===== config.mk =====
export PLATFORM = sky130hd
export DESIGN_NAME = asram_timing_mon
export DESIGN_NICKNAME = d
export VERILOG_FILES = /design/src/rtl/asram_mon_pkg.sv /design/src/rtl/asram_mode_decode.sv /design/src/rtl/asram_span_ctr.sv /design/src/rtl/asram_rule_eval.sv /design/src/rtl/asram_err_accum.sv /design/src/rtl/asram_timing_mon.sv
export SDC_FILE = /design/constraint.sdc
export NUM_CORES = 1
export LEC_CHECK = 0
export ABC_AREA = 1
export ABC_CLOCK_PERIOD_IN_PS = 4000
export CAP_MARGIN = 20
export CORE_MARGIN = 3
export CORE_UTILIZATION = 25
export CTS_BUF_LIST = sky130_fd_sc_hd__clkbuf_2 sky130_fd_sc_hd__clkbuf_4 sky130_fd_sc_hd__clkbuf_8
export CTS_CLUSTER_DIAMETER = 50
export DETAILED_ROUTE_END_ITERATION = 10
export DONT_BUFFER_PORTS = 1
export GPL_TIMING_DRIVEN = 0
export HOLD_SLACK_MARGIN = 0.15
export SYNTH_ARGS = -nofsm -noshare
export SYNTH_HDL_FRONTEND = slang
export SYNTH_SLANG_ARGS = --single-unit

===== constraint.sdc =====
create_clock -name clk -period 4 [get_ports clk]
set_input_delay 1 -clock clk [delete_from_list [all_inputs] [get_ports clk]]
set_output_delay 1 -clock clk [all_outputs]
set_load 0.02 [all_outputs]

===== src/rtl/asram_mon_pkg.sv =====
package asram_mon_pkg;

  typedef enum logic [1:0] {
    MODE_STANDBY = 2'd0,
    MODE_WRITE   = 2'd1,
    MODE_READ    = 2'd2,
    MODE_QUIET   = 2'd3
  } bus_mode_e;

  localparam int NRULE       = 7;
  localparam int RULE_WPULSE = 0;
  localparam int RULE_CEWIN  = 1;
  localparam int RULE_SETUP  = 2;
  localparam int RULE_CYCLE  = 3;
  localparam int RULE_CONTD  = 4;
  localparam int RULE_WGAP   = 5;
  localparam int RULE_AINWR  = 6;

  localparam int NSPAN       = 5;
  localparam int SPAN_WE_LO  = 0;
  localparam int SPAN_CE_LO  = 1;
  localparam int SPAN_WE_HI  = 2;
  localparam int SPAN_DATA   = 3;
  localparam int SPAN_ADDR   = 4;

  // Ticks needed to cover a nanosecond limit at a picosecond sample period.
  function automatic int ticks_ceil(input int lim_ns, input int period_ps);
    return (lim_ns * 1000 + period_ps - 1) / period_ps;
  endfunction

  function automatic int max_of(input int a, input int b);
    return (a > b) ? a : b;
  endfunction

  function automatic int bits_for(input int v);
    return $clog2(v + 1);
  endfunction

endpackage


===== src/rtl/asram_mode_decode.sv =====
module asram_mode_decode
  import asram_mon_pkg::*;
(
  input  logic      ce_n,
  input  logic      we_n,
  input  logic      oe_n,
  output bus_mode_e mode,
  output logic      write_act
);
  always_comb begin
    if (ce_n)      mode = MODE_STANDBY;
    else if (!we_n) mode = MODE_WRITE;
    else if (!oe_n) mode = MODE_READ;
    else           mode = MODE_QUIET;
  end

  assign write_act = (mode == MODE_WRITE);
endmodule


===== src/rtl/asram_span_ctr.sv =====
module asram_span_ctr #(
  parameter int CW       = 7,
  parameter bit SAT_INIT = 1'b0
) (
  input  logic          clk,
  input  logic          rst_n,
  input  logic          restart,
  input  logic          advance,
  input  logic          zero,
  output logic [CW-1:0] q
);
  localparam logic [CW-1:0] TOP = '1;

  always_ff @(posedge clk or negedge rst_n) begin
    if (!rst_n)                     q <= SAT_INIT ? TOP : '0;
    else if (zero)                  q <= '0;
    else if (restart)               q <= CW'(1);
    else if (advance && q != TOP)   q <= q + 1'b1;
  end

  // a full counter never wraps back to a small value by itself
  p_span_saturates_r5: assert property (@(posedge clk) disable iff (!rst_n)
    (q == TOP && !zero && !restart) |=> (q == TOP));
endmodule


===== src/rtl/asram_rule_eval.sv =====
module asram_rule_eval
  import asram_mon_pkg::*;
#(
  parameter int CW     = 7,
  parameter int WP_T   = 24,
  parameter int CEP_T  = 32,
  parameter int SU_T   = 16,
  parameter int CYC_T  = 40,
  parameter int TURN_T = 12,
  parameter int GAP_T  = 2
) (
  input  logic             clk,
  input  logic             rst_n,
  input  logic             ce_n,
  input  logic             we_n,
  input  logic             oe_n,
  input  logic             host_drv,
  input  logic             write_act,
  input  logic             write_q,
  input  logic             we_q,
  input  logic             ce_q,
  input  logic             addr_chg,
  input  logic [CW-1:0]    span_we_lo,
  input  logic [CW-1:0]    span_ce_lo,
  input  logic [CW-1:0]    span_we_hi,
  input  logic [CW-1:0]    span_data,
  input  logic [CW-1:0]    span_addr,
  output logic [NRULE-1:0] viol
);
  localparam logic [CW-1:0] LIM_WP   = CW'(WP_T);
  localparam logic [CW-1:0] LIM_CEP  = CW'(CEP_T);
  localparam logic [CW-1:0] LIM_SU   = CW'(SU_T);
  localparam logic [CW-1:0] LIM_CYC  = CW'(CYC_T);
  localparam logic [CW-1:0] LIM_TURN = CW'(TURN_T);
  localparam logic [CW-1:0] LIM_GAP  = CW'(GAP_T);

  logic end_write, end_by_we, end_by_ce, we_fall, cont_now;
  logic cont_q, had_write;

  // named events for the assertions
  assign end_write = write_q && !write_act;
  assign end_by_we = end_write && !ce_n;
  assign end_by_ce = end_write && ce_n;
  assign we_fall   = we_q && !we_n && !ce_n;
  assign cont_now  = write_act && !oe_n && host_drv && (span_we_lo < LIM_TURN);

  always_comb begin
    viol              = '0;
    viol[RULE_WPULSE] = end_by_we && (span_we_lo < LIM_WP);
    viol[RULE_CEWIN]  = end_by_ce && (span_ce_lo < LIM_CEP);
    viol[RULE_SETUP]  = end_write && (span_data < LIM_SU);
    viol[RULE_CYCLE]  = addr_chg && !ce_n && !ce_q && (span_addr < LIM_CYC);
    viol[RULE_CONTD]  = cont_now && !cont_q;
    viol[RULE_WGAP]   = we_fall && had_write && (span_we_hi < LIM_GAP);
    viol[RULE_AINWR]  = addr_chg && write_act && write_q;
  end

  always_ff @(posedge clk or negedge rst_n) begin
    if (!rst_n) begin
      cont_q    <= 1'b0;
      had_write <= 1'b0;
    end else begin
      cont_q <= cont_now;
      if (ce_n)           had_write <= 1'b0;
      else if (end_by_we) had_write <= 1'b1;
    end
  end

  p_wpulse_at_rise_r2: assert property (@(posedge clk) disable iff (!rst_n)
    viol[RULE_WPULSE] |-> (!ce_n && we_n));
  p_cewin_at_deselect_r3: assert property (@(posedge clk) disable iff (!rst_n)
    viol[RULE_CEWIN] |-> ce_n);
  p_setup_after_write_r4: assert property (@(posedge clk) disable iff (!rst_n)
    viol[RULE_SETUP] |-> (ce_n || we_n));
  p_cycle_enabled_r5: assert property (@(posedge clk) disable iff (!rst_n)
    viol[RULE_CYCLE] |-> !ce_n);
  p_contention_drive_r6: assert property (@(posedge clk) disable iff (!rst_n)
    viol[RULE_CONTD] |-> (host_drv && !oe_n && !we_n && !ce_n));
  p_contention_once_r6: assert property (@(posedge clk) disable iff (!rst_n)
    viol[RULE_CONTD] |=> !viol[RULE_CONTD]);
  p_gap_on_fall_r7: assert property (@(posedge clk) disable iff (!rst_n)
    viol[RULE_WGAP] |-> (!we_n && !ce_n && $past(we_n)));
  p_addr_in_write_r8: assert property (@(posedge clk) disable iff (!rst_n)
    viol[RULE_AINWR] |-> (!we_n && !ce_n && !$past(we_n)));
endmodule


===== src/rtl/asram_err_accum.sv =====
module asram_err_accum #(
  parameter int NR    = 7,
  parameter int CNT_W = 16
) (
  input  logic             clk,
  input  logic             rst_n,
  input  logic             clr,
  input  logic [NR-1:0]    viol,
  output logic [NR-1:0]    flags,
  output logic [CNT_W-1:0] count
);
  localparam logic [CNT_W-1:0] HEADROOM = {CNT_W{1'b1}} - CNT_W'(NR);

  logic [CNT_W:0] sum;

  assign sum = {1'b0, count} + (CNT_W+1)'($countones(viol));

  always_ff @(posedge clk or negedge rst_n) begin
    if (!rst_n) begin
      flags <= '0;
      count <= '0;
    end else if (clr) begin
      flags <= '0;
      count <= '0;
    end else begin
      flags <= flags | viol;
      count <= sum[CNT_W] ? {CNT_W{1'b1}} : sum[CNT_W-1:0];
    end
  end

  p_flags_sticky_r9: assert property (@(posedge clk) disable iff (!rst_n)
    !clr |=> ((flags & $past(flags)) == $past(flags)));
  p_count_step_r9: assert property (@(posedge clk) disable iff (!rst_n)
    (!clr && count < HEADROOM) |=>
      (count == $past(count) + CNT_W'($countones($past(viol)))));
  p_flags_need_count_r9: assert property (@(posedge clk) disable iff (!rst_n)
    (flags != '0) |-> (count != '0));
  p_clear_wins_r10: assert property (@(posedge clk) disable iff (!rst_n)
    clr |=> (flags == '0 && count == '0));
endmodule


===== src/rtl/asram_timing_mon.sv =====
module asram_timing_mon
  import asram_mon_pkg::*;
#(
  parameter int ADDR_W     = 19,
  parameter int DATA_W     = 8,
  parameter int CNT_W      = 16,
  parameter int SAMPLE_PS  = 2500,
  parameter int WPULSE_NS  = 60,
  parameter int CEWIN_NS   = 80,
  parameter int SETUP_NS   = 40,
  parameter int CYCLE_NS   = 100,
  parameter int TURN_NS    = 30,
  parameter int WGAP_NS    = 5
) (
  input  logic              clk,
  input  logic              rst_n,
  input  logic              clr,
  input  logic [ADDR_W-1:0] bus_addr,
  input  logic [DATA_W-1:0] bus_data,
  input  logic              host_drv,
  input  logic              ce_n,
  input  logic              we_n,
  input  logic              oe_n,
  output logic [1:0]        bus_mode,
  output logic [NRULE-1:0]  err_flags,
  output logic [CNT_W-1:0]  err_count
);
  localparam int WP_T   = ticks_ceil(WPULSE_NS, SAMPLE_PS);
  localparam int CEP_T  = ticks_ceil(CEWIN_NS, SAMPLE_PS);
  localparam int SU_T   = ticks_ceil(SETUP_NS, SAMPLE_PS);
  localparam int CYC_T  = ticks_ceil(CYCLE_NS, SAMPLE_PS);
  localparam int TURN_T = ticks_ceil(TURN_NS, SAMPLE_PS);
  localparam int GAP_T  = ticks_ceil(WGAP_NS, SAMPLE_PS);
  localparam int MAX_T  = max_of(max_of(max_of(WP_T, CEP_T), max_of(SU_T, CYC_T)),
                                 max_of(TURN_T, GAP_T));
  localparam int CW     = bits_for(MAX_T) + 1;

  bus_mode_e mode;
  logic      write_act;

  // one-sample history of the bus
  logic              prev_vld;
  logic [ADDR_W-1:0] addr_q;
  logic [DATA_W-1:0] data_q;
  logic              drv_q, ce_q, we_q, write_q;
  logic              addr_chg, data_chg;

  logic [NSPAN-1:0]  span_restart, span_advance, span_zero;
  logic [CW-1:0]     span_q [NSPAN];
  logic [NRULE-1:0]  viol;

  asram_mode_decode u_decode (
    .ce_n      (ce_n),
    .we_n      (we_n),
    .oe_n      (oe_n),
    .mode      (mode),
    .write_act (write_act)
  );

  assign bus_mode = mode;

  always_ff @(posedge clk or negedge rst_n) begin
    if (!rst_n) begin
      prev_vld <= 1'b0;
      addr_q   <= '0;
      data_q   <= '0;
      drv_q    <= 1'b0;
      ce_q     <= 1'b1;
      we_q     <= 1'b1;
      write_q  <= 1'b0;
    end else begin
      prev_vld <= 1'b1;
      addr_q   <= bus_addr;
      data_q   <= bus_data;
      drv_q    <= host_drv;
      ce_q     <= ce_n;
      we_q     <= we_n;
      write_q  <= write_act;
    end
  end

  assign addr_chg = prev_vld && (bus_addr != addr_q);
  assign data_chg = prev_vld && ({host_drv, bus_data} != {drv_q, data_q});

  always_comb begin
    span_restart = '0;
    span_advance = '0;
    span_zero    = '0;
    span_advance[SPAN_WE_LO] = write_act;
    span_zero[SPAN_WE_LO]    = !write_act;
    span_advance[SPAN_CE_LO] = !ce_n;
    span_zero[SPAN_CE_LO]    = ce_n;
    span_advance[SPAN_WE_HI] = we_n;
    span_zero[SPAN_WE_HI]    = !we_n;
    span_restart[SPAN_DATA]  = data_chg;
    span_advance[SPAN_DATA]  = 1'b1;
    span_restart[SPAN_ADDR]  = addr_chg;
    span_advance[SPAN_ADDR]  = 1'b1;
  end

  generate
    for (genvar g = 0; g < NSPAN; g++) begin : g_span
      asram_span_ctr #(
        .CW       (CW),
        .SAT_INIT (g >= SPAN_DATA)
      ) u_span (
        .clk     (clk),
        .rst_n   (rst_n),
        .restart (span_restart[g]),
        .advance (span_advance[g]),
        .zero    (span_zero[g]),
        .q       (span_q[g])
      );
    end
  endgenerate

  asram_rule_eval #(
    .CW     (CW),
    .WP_T   (WP_T),
    .CEP_T  (CEP_T),
    .SU_T   (SU_T),
    .CYC_T  (CYC_T),
    .TURN_T (TURN_T),
    .GAP_T  (GAP_T)
  ) u_rules (
    .clk        (clk),
    .rst_n      (rst_n),
    .ce_n       (ce_n),
    .we_n       (we_n),
    .oe_n       (oe_n),
    .host_drv   (host_drv),
    .write_act  (write_act),
    .write_q    (write_q),
    .we_q       (we_q),
    .ce_q       (ce_q),
    .addr_chg   (addr_chg),
    .span_we_lo (span_q[SPAN_WE_LO]),
    .span_ce_lo (span_q[SPAN_CE_LO]),
    .span_we_hi (span_q[SPAN_WE_HI]),
    .span_data  (span_q[SPAN_DATA]),
    .span_addr  (span_q[SPAN_ADDR]),
    .viol       (viol)
  );

  asram_err_accum #(
    .NR    (NRULE),
    .CNT_W (CNT_W)
  ) u_accum (
    .clk   (clk),
    .rst_n (rst_n),
    .clr   (clr),
    .viol  (viol),
    .flags (err_flags),
    .count (err_count)
  );

  p_standby_decode_r1: assert property (@(posedge clk) disable iff (!rst_n)
    ce_n |-> (bus_mode == 2'd0));
  p_write_decode_r1: assert property (@(posedge clk) disable iff (!rst_n)
    (!ce_n && !we_n) |-> (bus_mode == 2'd1));
  p_no_change_first_r11: assert property (@(posedge clk) disable iff (!rst_n)
    !prev_vld |-> !viol[RULE_CYCLE]);
endmodule


======== Yosys cells after proc, flatten, opt, wreduce, memory -nomap -nowiden ========
Index checks and enable logic that the tools add are counted.
storage, ports and cells
  register bits ........................... 92
  input bits .............................. 34
  output and inout bits ................... 25
  logic and storage cells ................. 97
operators by class
  $add $sub $neg .......................... 12
  order comparisons ....................... 6
  eq/ne operators ......................... 10
  muxes and demuxes ....................... 18
  bitwise operators ....................... 1
  reductions and logical operators ........ 34
operator list
  cell                                                                    count
  7-bit two-way mux                                                       11
  7-bit by 1-bit adder with 7-bit output (second input constant)          5
  7-bit != test (second input constant)                                   5
  17-bit adder                                                            2
  16-bit two-way mux                                                      2
  1-bit logical AND                                                       24
  19-bit != test                                                          1
  16-bit by 17-bit adder with 17-bit output                               1
  17-bit by 1-bit adder with 17-bit output                                1
  7-bit by 5-bit < comparator with 1-bit output (second input constant)   2
  7-bit by 6-bit < comparator with 1-bit output (second input constant)   2
  9-bit != test                                                           1
  2-bit nonzero test                                                      4
  7-bit by 2-bit < comparator with 1-bit output (second input constant)   1
  7-bit by 4-bit < comparator with 1-bit output (second input constant)   1
  7-bit OR                                                                1
  1-bit by 1-bit adder with 2-bit output                                  3
  1-bit logical NOT                                                       6
  2-bit two-way mux                                                       2
  1-bit two-way mux                                                       3
  2-bit by 1-bit equality test with 1-bit output (second input constant)  1
  2-bit by 1-bit != test with 1-bit output (second input constant)        1
  2-bit != test (second input constant)                                   1

======== Logic depth before layout (Yosys ltp) ========
Gate-level depths: netlist of run 1.
  depth after elaboration ................. 14
  gate-level depth with buffers ........... 25
  depth with buffers taken out ............ 25

======== Cells and area by module ========
From an unflattened synthesis of run 1, not the netlist that was laid out.
second synthesis, totals
  cell total of the unflattened synthesis .. 643
  area total of the unflattened synthesis .. 5278.8 um^2
modules (own cells, without submodules)
  module                                  times used  cells each  area each (um^2)  seq. area each (um^2)
  asram_err_accum                         1           173         1422.6            575.6
  asram_span_ctr at g_span[0].u_span ...  3           59          465.4             175.2
  asram_timing_mon                        1           128         1255.0            803.3
  asram_span_ctr at g_span[3].u_span ...  2           59          474.2             183.9
  asram_rule_eval                         1           40          227.7             50.0
  asram_mode_decode                       1           7           28.8              0.0

======== Least setup slack after synthesis of run 1 ========
No wires, ideal clock.
  path kind ............................... input-to-reg
  start ................................... input port ce_n
  end ..................................... register u_accum.count[11]
  setup time .............................. 0.114 ns
  data arrival time ....................... 4.016 ns
  required time ........................... 3.886 ns
  path slack .............................. -0.130 ns
  stages .................................. 17
  path buffers ............................ 2
  cells stage by stage .................... buf_2 -> nor2_4 -> buf_4 -> inv_1 -> nor3_1 -> ha_1 -> fa_1 -> fa_1 -> ha_1 -> fa_1 -> nand2_1 -> a21oi_4 -> nand2_2 -> nor3_1 -> nand3b_1 -> nand2_1 -> inv_1
on the way
  longest elaborated chain between the ends .. 12
  elaborated cells between the ends (all ways) .. 31
  those cells by class .................... add/sub: 7; eq/ne: 1; mux: 3; reduce/logical: 20
ends and longest elaborated chain
  what                                                                                                   RTL line                                                             RTL
  start: declaration                                                                                     asram_timing_mon.sv:21                                               input logic ce_n,
  2-bit two-way mux *                                                                                    asram_mode_decode.sv:11                                              if (ce_n) mode = MODE_STANDBY;
  2-bit by 1-bit equality test with 1-bit output *                                                       asram_mode_decode.sv:17                                              assign write_act = (mode == MODE_WRITE);
  named net g_span[0].u_span.advance                                                                     asram_span_ctr.sv:8                                                  input logic advance,
  1-bit logical NOT / 1-bit logical AND (equally long branches)                                          asram_rule_eval.sv:41, asram_rule_eval.sv:45
  1-bit logical AND, on equally long branches                                                            asram_rule_eval.sv:41, asram_rule_eval.sv:45
  1-bit logical AND, on equally long branches                                                            asram_rule_eval.sv:42, asram_rule_eval.sv:43, asram_rule_eval.sv:45
  1-bit logical AND, on equally long branches                                                            asram_rule_eval.sv:49, asram_rule_eval.sv:50, asram_rule_eval.sv:53
  1-bit by 1-bit adder with 2-bit output (implied by the code)                                           asram_err_accum.sv:16                                                assign sum = {1'b0, count} + (CNT_W+1)'($countones(viol));
  17-bit adder (implied by the code) / 17-bit by 1-bit adder with 17-bit output (equally long branches)  asram_err_accum.sv:16
  17-bit adder (implied by the code) *                                                                   asram_err_accum.sv:16
  16-bit by 17-bit adder with 17-bit output *                                                            asram_err_accum.sv:16
  16-bit two-way mux *                                                                                   asram_err_accum.sv:27                                                count <= sum[CNT_W] ? {CNT_W{1'b1}} : sum[CNT_W-1:0];
  16-bit two-way mux *                                                                                   asram_err_accum.sv:22                                                end else if (clr) begin
  end signal: assignment                                                                                 asram_err_accum.sv:27
  end: declaration                                                                                       asram_err_accum.sv:10                                                output logic [CNT_W-1:0] count
The timed path passes the listed nets; every way through them passes the cells marked *.
A chain may end at the register's enable or synchronous reset.

======== Final worst setup path of run 1 ========
  start ................................... input port ce_n
  end ..................................... register u_accum.count[13]
on the way
  longest elaborated chain between the ends .. 12
  elaborated cells between the ends (all ways) .. 31
  those cells by class .................... add/sub: 7; eq/ne: 1; mux: 3; reduce/logical: 20
ends and longest elaborated chain
  what                                                                                                   RTL line
  2-bit two-way mux                                                                                      asram_mode_decode.sv:11
  2-bit by 1-bit equality test with 1-bit output                                                         asram_mode_decode.sv:17
  1-bit logical NOT / 1-bit logical AND (equally long branches)                                          asram_rule_eval.sv:41, asram_rule_eval.sv:45
  1-bit logical AND, on equally long branches                                                            asram_rule_eval.sv:41, asram_rule_eval.sv:45
  1-bit logical AND, on equally long branches                                                            asram_rule_eval.sv:42, asram_rule_eval.sv:43, asram_rule_eval.sv:45
  1-bit logical AND, on equally long branches                                                            asram_rule_eval.sv:49, asram_rule_eval.sv:50, asram_rule_eval.sv:53
  1-bit by 1-bit adder with 2-bit output (implied by the code)                                           asram_err_accum.sv:16
  17-bit adder (implied by the code) / 17-bit by 1-bit adder with 17-bit output (equally long branches)  asram_err_accum.sv:16
  17-bit adder (implied by the code) *                                                                   asram_err_accum.sv:16
  16-bit by 17-bit adder with 17-bit output *                                                            asram_err_accum.sv:16
  16-bit two-way mux *                                                                                   asram_err_accum.sv:27
  16-bit two-way mux *                                                                                   asram_err_accum.sv:22
Every way passes the cells marked *; elsewhere a longest branch is shown, timed or not.

==> impl_results.md, run 1 <==
- Final setup margin: 0.175 ns
- CP bufs+invs: 6
- Comb power frac: 7.6%
- Critical path cell sequence: buf_4, nor2_4, nor2_2, inv_1, nor3_1, ha_1, fa_1, inv_1, fa_1, inv_1, ha_2, fa_2, nand2_2, a21oi_4, buf_4, nand3_1, nand2_1, nand3_1, nand2_1, inv_1
- Slew Limit Fails: 0
- VDD IR-drop max: 0.000231 V
- Clock Skew: 0.0134 ns
- DRC violations left: 0
- Most frequent cell after synthesis: nand2_1
- Hold crit path type: input port to async pin
- Worst-path clk slew: 0.09 ns
- Critical Path Start Type: input port
- Clock Path Buffers: 2
- Fin. Hold Viols: 0
- Yosys top cell by area: dfrtp_1
- Non-filler cells, final: 753
- Fillers: between 1500 and 2000
- Core footprint: 17400 sq um
- NetSw: roughly 0.45 mW
- Skew-Pair Late Insertion Delay: 0.37 ns
- Synth Register Bits: 92
- Nets: 574
- CTS tree: done
- Die Y: 140 um
- DRT iter0 DRCs: 173
- Pleak: 2.37 nW
- FP Rows: 48
- Largest cells by area after synthesis: dfrtp_1 42%, dfstp_2 9.4%, nand2_1 8.3%
- Top-area cell type share of the netlist area: 42.4%
- Register area: 2320 sq um
- Synth Flop Type: dfrtp_1
- Number of buffers created by CTS: 9
- Max-Cap Viols: 0
- P&R area growth vs syn: 13.7%
- Worst path required time: 4.27 ns
- Hpwl dp: 6.40 mm
- DR vias: 3190
- PwrDens: 369 nW/um^2
- H-tree depth reported by CTS: 3
- Syn Nets: 558
- Initial antenna violation count: 0
- Setup WS pre-CTS: -0.584 ns
- Setup crit end kind: register
- Total GRT Usage: 9.26%
- Post-route ant nets: 0
- Die Width: roughly 140 um
- Synth Warn #: 0
- Clk root buf: clkbuf_8
- Int Pwr: between 1 and 1.5 mW
- Hold-fix buffers, CTS: 0
- Share of post-route cells with drive strength above 1: 13.4%
- Worst path slowest cell: fa_1
- Clock sink total: 92
- CP max stage delay: 0.41 ns
- Power share of the sequential group: 54.7%
- Detailed Route WL: around 8.6 mm
- Synthesized instance count: 507
- # IOs: 59
- Die ar.: between 15000 and 20000 sq um
- Via density: around 4.2
- Footprint of the multi-input gates: 1890 sq um
- Number of synthesized flops with an enable pin: 0
- Average cell area after synthesis: 8.84 sq um
- Total chip power: between 1.5 and 2 mW
- FFs w/ async S/R, synth: 100%
- Status: completed
- Class of the most critical setup path: input port to register
- Final Critical Period: approximately 3.8 ns
- Delay-heaviest family, CP: adder cells
- Fmax: 261 MHz
- Switching Share: approximately a quarter
- DR WL/cell: 11.5 um
- Final Setup Violations: 0
- Synthesized cell area: 4480 sq um
- Post-synthesis sequential area ratio: between 50% and 60%
- Most common cell on crit path: inv_1
- Most frequent cells after synthesis: 99 x nand2_1, 79 x inv_1, 76 x dfrtp_1, 68 x nor2_1, 37 x nand3_1
- GR Overflow Total: 0
- Placed Instances: approximately 730
- Final core utilization: 29.2%
- Initial Util: 25.7%
- Antenna Cells: 0
- GPL Wtd Cong: 0.774
- IO buf count: 0
- Number of global-route vias before repair: just over 3000
- DR pass1 iterations: 4
- Clock share of power: 37.7%
- Worst-path fanout max: 8
- Pin count of the biggest net entering global routing: 93
- Global-route wire length before repair: between 10 and 15 mm
- Final cycle utilization of the critical path: 95.6%
- Post-synth cell types: 39
- Crit path arrival time: 4.09 ns
## layout make-up
class,instances,area share [%]
clock buffers,11,2.85
inverters,80,5.90
repair buffers,5,0.737
multi-input cells,330,37.2
well taps,225,5.53
clock inverters,5,1.62
flip-flops and latches,92,45.6
plain buffers,5,0.614
## cells in the final DEF (no fill, tap or decap), drive strengths merged
cell type	instances
a21o	1
a21oi	19
a22oi	2
a31o	1
a31oi	3
and2	1
buf	9
bufinv	2
clkbuf	12
clkinv	2
conb	1
dfrtp	76
dfstp	16
fa	5
ha	12
inv	81
nand2	100
nand3	38
nand3b	1
nand4	10
nor2	71
nor3	12
nor3b	2
nor4	3
o211a	2
o21a	1
o21ai	17
xnor2	13
xor2	15
## timing repair
| item | 4_1_cts | 5_1_grt |
|---|---|---|
| pin swaps | 2 | 8 |
| endpoints found under the hold margin | 0 | 0 |
| buffers inserted | 0 | 5 |
| resized for setup | 3 | 4 |
| setup endpoints to repair | 3 | 7 |
## per-layer routing
layer  vias up  wire length [um]  global-route usage, %
li1       1636                 -                      -
met1      1479              4040                   11.5
met2        64              3820                   14.3
met3        11               671                   4.40
met4         0               116                   2.91
met5         -                 0                      0
## logic make-up (layout without fill, tap and decap cells)
group | after synthesis | after routing | share of synthesized area, %
AOI/OAI and AO/OA | 46 | 46 | 6.00
xor gates and xnor gates | 28 | 28 | 5.47
adders and majority gates | 17 | 17 | 5.58
buffers and inverters | 85 | 106 | 7.26
DFF | 92 | 92 | 51.8
other | 1 | 1 | 0.0837
and+or+nand+nor | 238 | 238 | 23.8
## power by group through the flow
| stage | Clock (mW) | Sequential, mW | Combinational (mW) |
|---|---|---|---|
| floorplan | 0 | 1.04 | 0.121 |
| global placement | 0 | 1.04 | 0.141 |
| detailed placement | 0 | 1.05 | 0.144 |
| CTS | 0.745 | 1.03 | 0.145 |
| global route | 0.782 | 1.04 | 0.173 |
| finish | 0.709 | 1.03 | 0.143 |
## final timing paths
| path | start | slack [ns] | cells past startpoint | endpoint |
|---|---|---|---|---|
| worst max-delay path | ce_n | 0.17 | 20 | u_accum.count[13] |
| worst min-delay path | rst_n | 0.31 | 0 | u_accum.flags[2] |
| worst max register to register | addr_q[9] | 0.43 | 18 | u_accum.count[9] |
| worst min register to register | u_rules.had_write | 0.50 | 2 | u_rules.had_write |
| max in group asynchronous | rst_n | 3.47 | 0 | g_span[4].u_span.q[0] |
| min in group clk | u_rules.had_write | 0.50 | 2 | u_rules.had_write |
## state kept, by name, indices dropped and copies added, names as in the netlist
name	flops
addr_q	19
ce_q	1
data_q	8
drv_q	1
g_span.u_span.q	35
prev_vld	1
u_accum.count	16
u_accum.flags	7
u_rules.cont_q	1
u_rules.had_write	1
we_q	1
write_q	1
## through the flow
| stage | instance area (sq um) | hold WS, ns | TNS [ns] |
|---|---|---|---|
| floorplan | 4520 | 0.467 | 0 |
| global placement | 4800 | 0.482 | -5.66 |
| detailed placement | 4800 | 0.489 | -6.08 |
| CTS | 5040 | 0.275 | 0 |
| global route | 5090 | 0.263 | -0.0110 |
| finish | 5090 | 0.313 | 0 |
Power figures use the tool's default switching activity.
==> inputs of run 2 (changes only) <==
- CORE_UTILIZATION: 25 -> 65
- PLACE_DENSITY: unset -> 0.81
==> impl_results.md, run 2 (synthesized netlist as in run 1, its figures left out) <==
- Total chip power: between 1.5 and 2 mW
- Clk root buf: clkbuf_8
- Hold crit path type: input port to async pin
- P&R area growth vs syn: 8.49%
- FF-to-FF path depth: 24
- Setup TNS: 0 ns
- Pleak: around 2.3 nW
- DR pass1 iterations: 7
- Largest registers: g_span.u_span.q: 35 flops, addr_q: 19 flops, u_accum.count: 16 flops
- Clock sink total: 92
- Nets: 573
- Critical path endpoint: u_accum.count[15]
- Post-route ant nets: 0
- Fmax: roughly 260 MHz
- # IOs: 59
- Total GRT Usage: approximately 22%
- Pin count of the biggest net entering global routing: 93
- Die Width: 89.0 um
- FP Rows: 29
- Clock Skew: 0.0137 ns
- Top reg by flops: g_span.u_span.q
- Initial Util: 68.6%
- Reg2Reg Setup Slack: 0.48 ns
- Placed Instances: 584
- VDD IR-drop max: 0.000226 V
- Number of global-route vias before repair: 3096
- DRC violations left: 0
- Skew-Pair Late Insertion Delay: 0.35 ns
- Reg-to-Reg Start: addr_q[11]
- DR vias: 3255
- Reg2reg end: u_accum.count[15]
- Class of the most critical setup path: input port to register
- Commonest non-fill, non-tap cells in the layout: 98 x nand2_1, 78 x inv_1, 76 x dfrtp_1, 63 x nor2_1, 35 x nand3_1
- Worst-path fanout max: 3
- Max reg flops: 35
- Detailed Route WL: 7.93 mm
- Final cycle utilization of the critical path: 94.5%
- PwrDens: around 360 nW/um^2
- CTS tree: done
- Initial antenna violation count: 0
- Hpwl dp: 5.87 mm
- Crit path launch: bus_addr[11]
- Final Critical Period: 3.78 ns
- Setup crit end kind: register
- Share of post-route cells with drive strength above 1: 13.5%
- GR Overflow Total: 0
- Worst-path clk slew: 0.09 ns
- H-tree depth reported by CTS: 3
- Worst path required time: 4.26 ns
- Slew Limit Fails: 0
- DRT iter0 DRCs: 171
- GPL Wtd Cong: 0.847
- Final Setup Violations: 0
- Critical Path Start Type: input port
- Global-route wire length before repair: 13.2 mm
- Die Y: a little under 90 um
- Die ar.: 7930 sq um
- Max-Cap Viols: 0
- Core footprint: 6530 sq um
- Clock Path Buffers: 2
- Fin. Hold Viols: 0
- Number of buffers created by CTS: 9
- Antenna Cells: 0
- Status: completed
- Crit path arrival time: around 4 ns
- Non-filler cells, final: 604
- IO buf count: 0
- DR WL/cell: around 13 um
- Via density: 5.39
- Commonest non-fill, non-tap cell in the layout: nand2_1
[run 2: changes by cell type in the layout (fill, tap and decap cells not counted), sizes merged]
| cell | change |
|---|---|
| buf | -1 |
| bufinv | -2 |
| inv | -1 |
| clkbuf | +1 |
| clkinvlp | +2 |
[run 2: repair_timing]
item	in CTS	in global routing
endpoints found under the hold margin	0	0
buffers inserted	0	4
pin swaps	0	5
hold buffers	0	0
gates resized for setup	3	5
setup endpoints to repair	1	14
[run 2: layout make-up]
class                   instances  area [sq um]
flip-flops and latches         92          2320
repair buffers                  4          30.0
clock inverters                 4          25.0
clock buffers                  12           153
plain buffers                   5          31.3
fillers                       442          1670
multi-input cells             330          1900
inverters                      80           300
well taps                      77          96.3
[run 2: routing by layer]
| layer | routed length, um | share of wire, % | track usage, % |
|---|---|---|---|
| met5 | 0 | 0 | 0 |
| met4 | 127 | 1.6 | 7.71 |
| met3 | 529 | 6.7 | 6.18 |
| met2 | 3920 | 49 | 36.8 |
| met1 | 3350 | 42 | 26.0 |
[run 2: power breakdown]
| part | total [mW] | switching [mW] | internal [mW] | leakage (nW) |
|---|---|---|---|---|
| Clock | 0.559 | 0.304 | 0.255 | 0.0892 |
| Sequential | 1.03 | 0.0466 | 0.982 | 1.15 |
| Combinational | 0.146 | 0.0810 | 0.0648 | 1.09 |
[run 2: worst min-delay path by stage]
stage	slack (ns)	startpoint	to
after floorplan	0.47	u_rules.had_write	u_rules.had_write
after global placement	0.49	u_rules.had_write	u_rules.had_write
after detailed placement	0.50	u_rules.had_write	u_rules.had_write
after CTS	0.32	rst_n	u_accum.count[8]
after global routing	0.30	rst_n	g_span[1].u_span.q[0]
final	0.33	rst_n	u_accum.count[6]
[run 2: worst max-delay path, cell delays in order]
cell and delay (ns):
inv_1 0.02, nand2_1 0.05, nand2_1 0.06, nor2_1 0.09
nand2_1 0.07, nor2_2 0.13, nand3_2 0.12, nand3_2 0.09
inv_1 0.05, ha_2 0.17, fa_1 0.48, inv_1 0.05
fa_1 0.43, inv_1 0.07, ha_2 0.18, fa_2 0.22
nand2_2 0.07, a21oi_4 0.15, nand2_2 0.10, nor2_4 0.13
nand2_1 0.06, nand2_1 0.08, nand3_1 0.06, nand2_1 0.07
inv_1 0.04
[run 2: metrics by stage]
stage	setup WS, ns	utilization, %	instance area (sq um)	hold WS [ns]
5_1_grt	-0.0213	74.4	4860	0.304
4_1_cts	0.00869	73.6	4810	0.316
6_report	0.220	74.4	4860	0.332
3_5_place_dp	-0.410	70.7	4620	0.502
3_3_place_gp	-0.329	70.7	4620	0.489
2_1_floorplan	0.00329	-	4520	0.467
==> inputs of run 3 (changes only) <==
- CTS_CLUSTER_SIZE: unset -> 30
- PLACE_DENSITY: 0.81 -> 0.77
==> impl_results.md, run 3 (synthesized netlist as in run 1, its figures left out) <==
- Status: completed
- Power share of the sequential group: 59.4%
- Share of post-route cells with drive strength above 1: around an eighth
- Design Area, Final: 4860 sq um
- Class of the most critical setup path: input port to register
- Post-route ant nets: 0
- Critical path cell sequence: nor2_1, nor2_1, nor2_1, nand2_1, nor2_2, nand3_2, nand3_2, inv_1, ha_2, fa_2, fa_1, ha_2, fa_2, nand2_2, a21oi_4, buf_4, nand3_1, nand2_1, nand3_1, nand2_1, inv_1
- Max reg flops: 35
- # IOs: 59
- Hpwl dp: 5.87 mm
- Fin. Hold Viols: 0
- Comb power frac: 8.5%
- DR pass1 iterations: 4
- FP Rows: 29
- CP max stage delay: 0.45 ns
- H-tree depth reported by CTS: 3
- Setup WS pre-CTS: -0.416 ns
- Final Critical Period: between 3 and 4 ns
- Commonest non-fill, non-tap cell in the layout: nand2_1
- Number of buffers created by CTS: 9
- Pleak: about 2.3 nW
- Clock Skew: ~0.011 ns
- Total GRT Usage: 21.7%
- Die Width: between 80 and 90 um
- GPL Wtd Cong: 0.847
- IO buf count: 0
- Skew-Pair Late Insertion Delay: approximately 0.35 ns
- DR vias: 3237
- Commonest non-fill, non-tap cells in the layout: 98 x nand2_1, 78 x inv_1, 76 x dfrtp_1, 65 x nor2_1, 35 x nand3_1
- Final setup margin: 0.191 ns
- Largest registers: g_span.u_span.q: 35 flops, addr_q: 19 flops, u_accum.count: 16 flops
- Detailed Route WL: 7.89 mm
- Clock sink total: 92
- Worst-path fanout max: 5
- GR Overflow Total: 0
- Die Y: 89.0 um
- Final Setup Violations: 0
- Initial antenna violation count: 0
- Global-route wire length before repair: 13.2 mm
- Top reg by flops: g_span.u_span.q
- NetSw: 0.426 mW
- Switching Share: 24.6%
- DRT iter0 DRCs: 127
- Final cycle utilization of the critical path: 95.2%
- Setup crit end kind: register
- DRC violations left: 0
- Setup TNS: 0 ns
- Clock Path Buffers: 2
- CTS tree: done
- DR WL/cell: 13.1 um
- Clk root buf: clkbuf_8
- Area of placed instances: 4620 sq um
- Clock share of power: 32.1%
- PwrDens: 357 nW/um^2
- Antenna Cells: 0
- Pin count of the biggest net entering global routing: 93
- Nets: 573
- Hold crit path type: input port to async pin
- Int Pwr: 1.31 mW
- P&R area growth vs syn: 8.40%
- Final hold slack: 0.340 ns
- Crit path arrival time: 4.10 ns
- Slew Limit Fails: 0
- Die ar.: around 7900 sq um
- Worst path required time: 4.29 ns
- Fmax: 263 MHz
- Core footprint: 6530 sq um
- VDD IR-drop max: 0.000230 V
- Max-Cap Viols: 0
- Worst-path clk slew: 0.08 ns
- Via density: 5.36
- Critical Path Start Type: input port
- Initial Util: 68.6%
- Worst path slowest cell: fa_1
- Number of global-route vias before repair: about 3200
run 3: layout make-up:
class	instances	area (sq um)
inverter	80	300
tap	77	96.3
multi-input combinational	330	1900
sequential	92	2320
timing repair buffer	4	30.0
clock inverter	2	12.5
fill	481	1670
clock buffer	14	161
buffer	5	31.3
run 3: critical path, delay by kind of cell:
kind | cells | cell delay [ns]
AND/OR/NAND/NOR | 12 | 0.98
buffers and inverters | 3 | 0.26
AO/OA/AOI/OAI | 1 | 0.08
adder cells (fa/ha/maj) | 5 | 1.78
run 3: what timing repair did:
item,CTS,global route
pin swaps,0,6
hold buffers,0,0
setup buffers,0,4
gates resized for setup,2,5
endpoints found under the setup margin,1,15
run 3: final timing paths:
| kind | start | endpoint | slack (ns) | depth (start not counted) |
|---|---|---|---|---|
| setup / recovery | bus_addr[17] | u_accum.count[13] | 0.19 | 21 |
| hold / removal | rst_n | u_accum.count[7] | 0.34 | 0 |
| setup reg to reg | addr_q[17] | u_accum.count[13] | 0.42 | 21 |
| hold reg to reg | u_rules.had_write | u_rules.had_write | 0.51 | 2 |
| max in group asynchronous | rst_n | g_span[4].u_span.q[6] | 3.45 | 0 |
| min in group clk | u_rules.had_write | u_rules.had_write | 0.51 | 2 |
run 3: layer usage:
metal / GRT usage, % / share of wire [%] / vias up
met5: 0 / 0 / -
met4: 7.71 / 1.5 / 0
met3: 7.56 / 6.5 / 11
met2: 36.6 / 49 / 73
met1: 25.9 / 43 / 1529
li1: - / - / 1624
run 3: stage by stage:
step | cells | util, % | power, mW
floorplan | 507 | - | 1.16
global placement | 584 | 70.7 | 1.18
detailed placement | 584 | 70.7 | 1.20
CTS | 600 | 73.5 | 1.75
global route | 604 | 74.4 | 1.83
finish | 604 | 74.4 | 1.73
run 3: power groups by stage:
stage | Sequential, mW | Combinational (mW) | Clock (mW)
6_report | 1.03 | 0.147 | 0.557
5_1_grt | 1.04 | 0.176 | 0.616
4_1_cts | 1.03 | 0.148 | 0.572
3_5_place_dp | 1.05 | 0.148 | 0
3_3_place_gp | 1.04 | 0.138 | 0
2_1_floorplan | 1.04 | 0.121 | 0
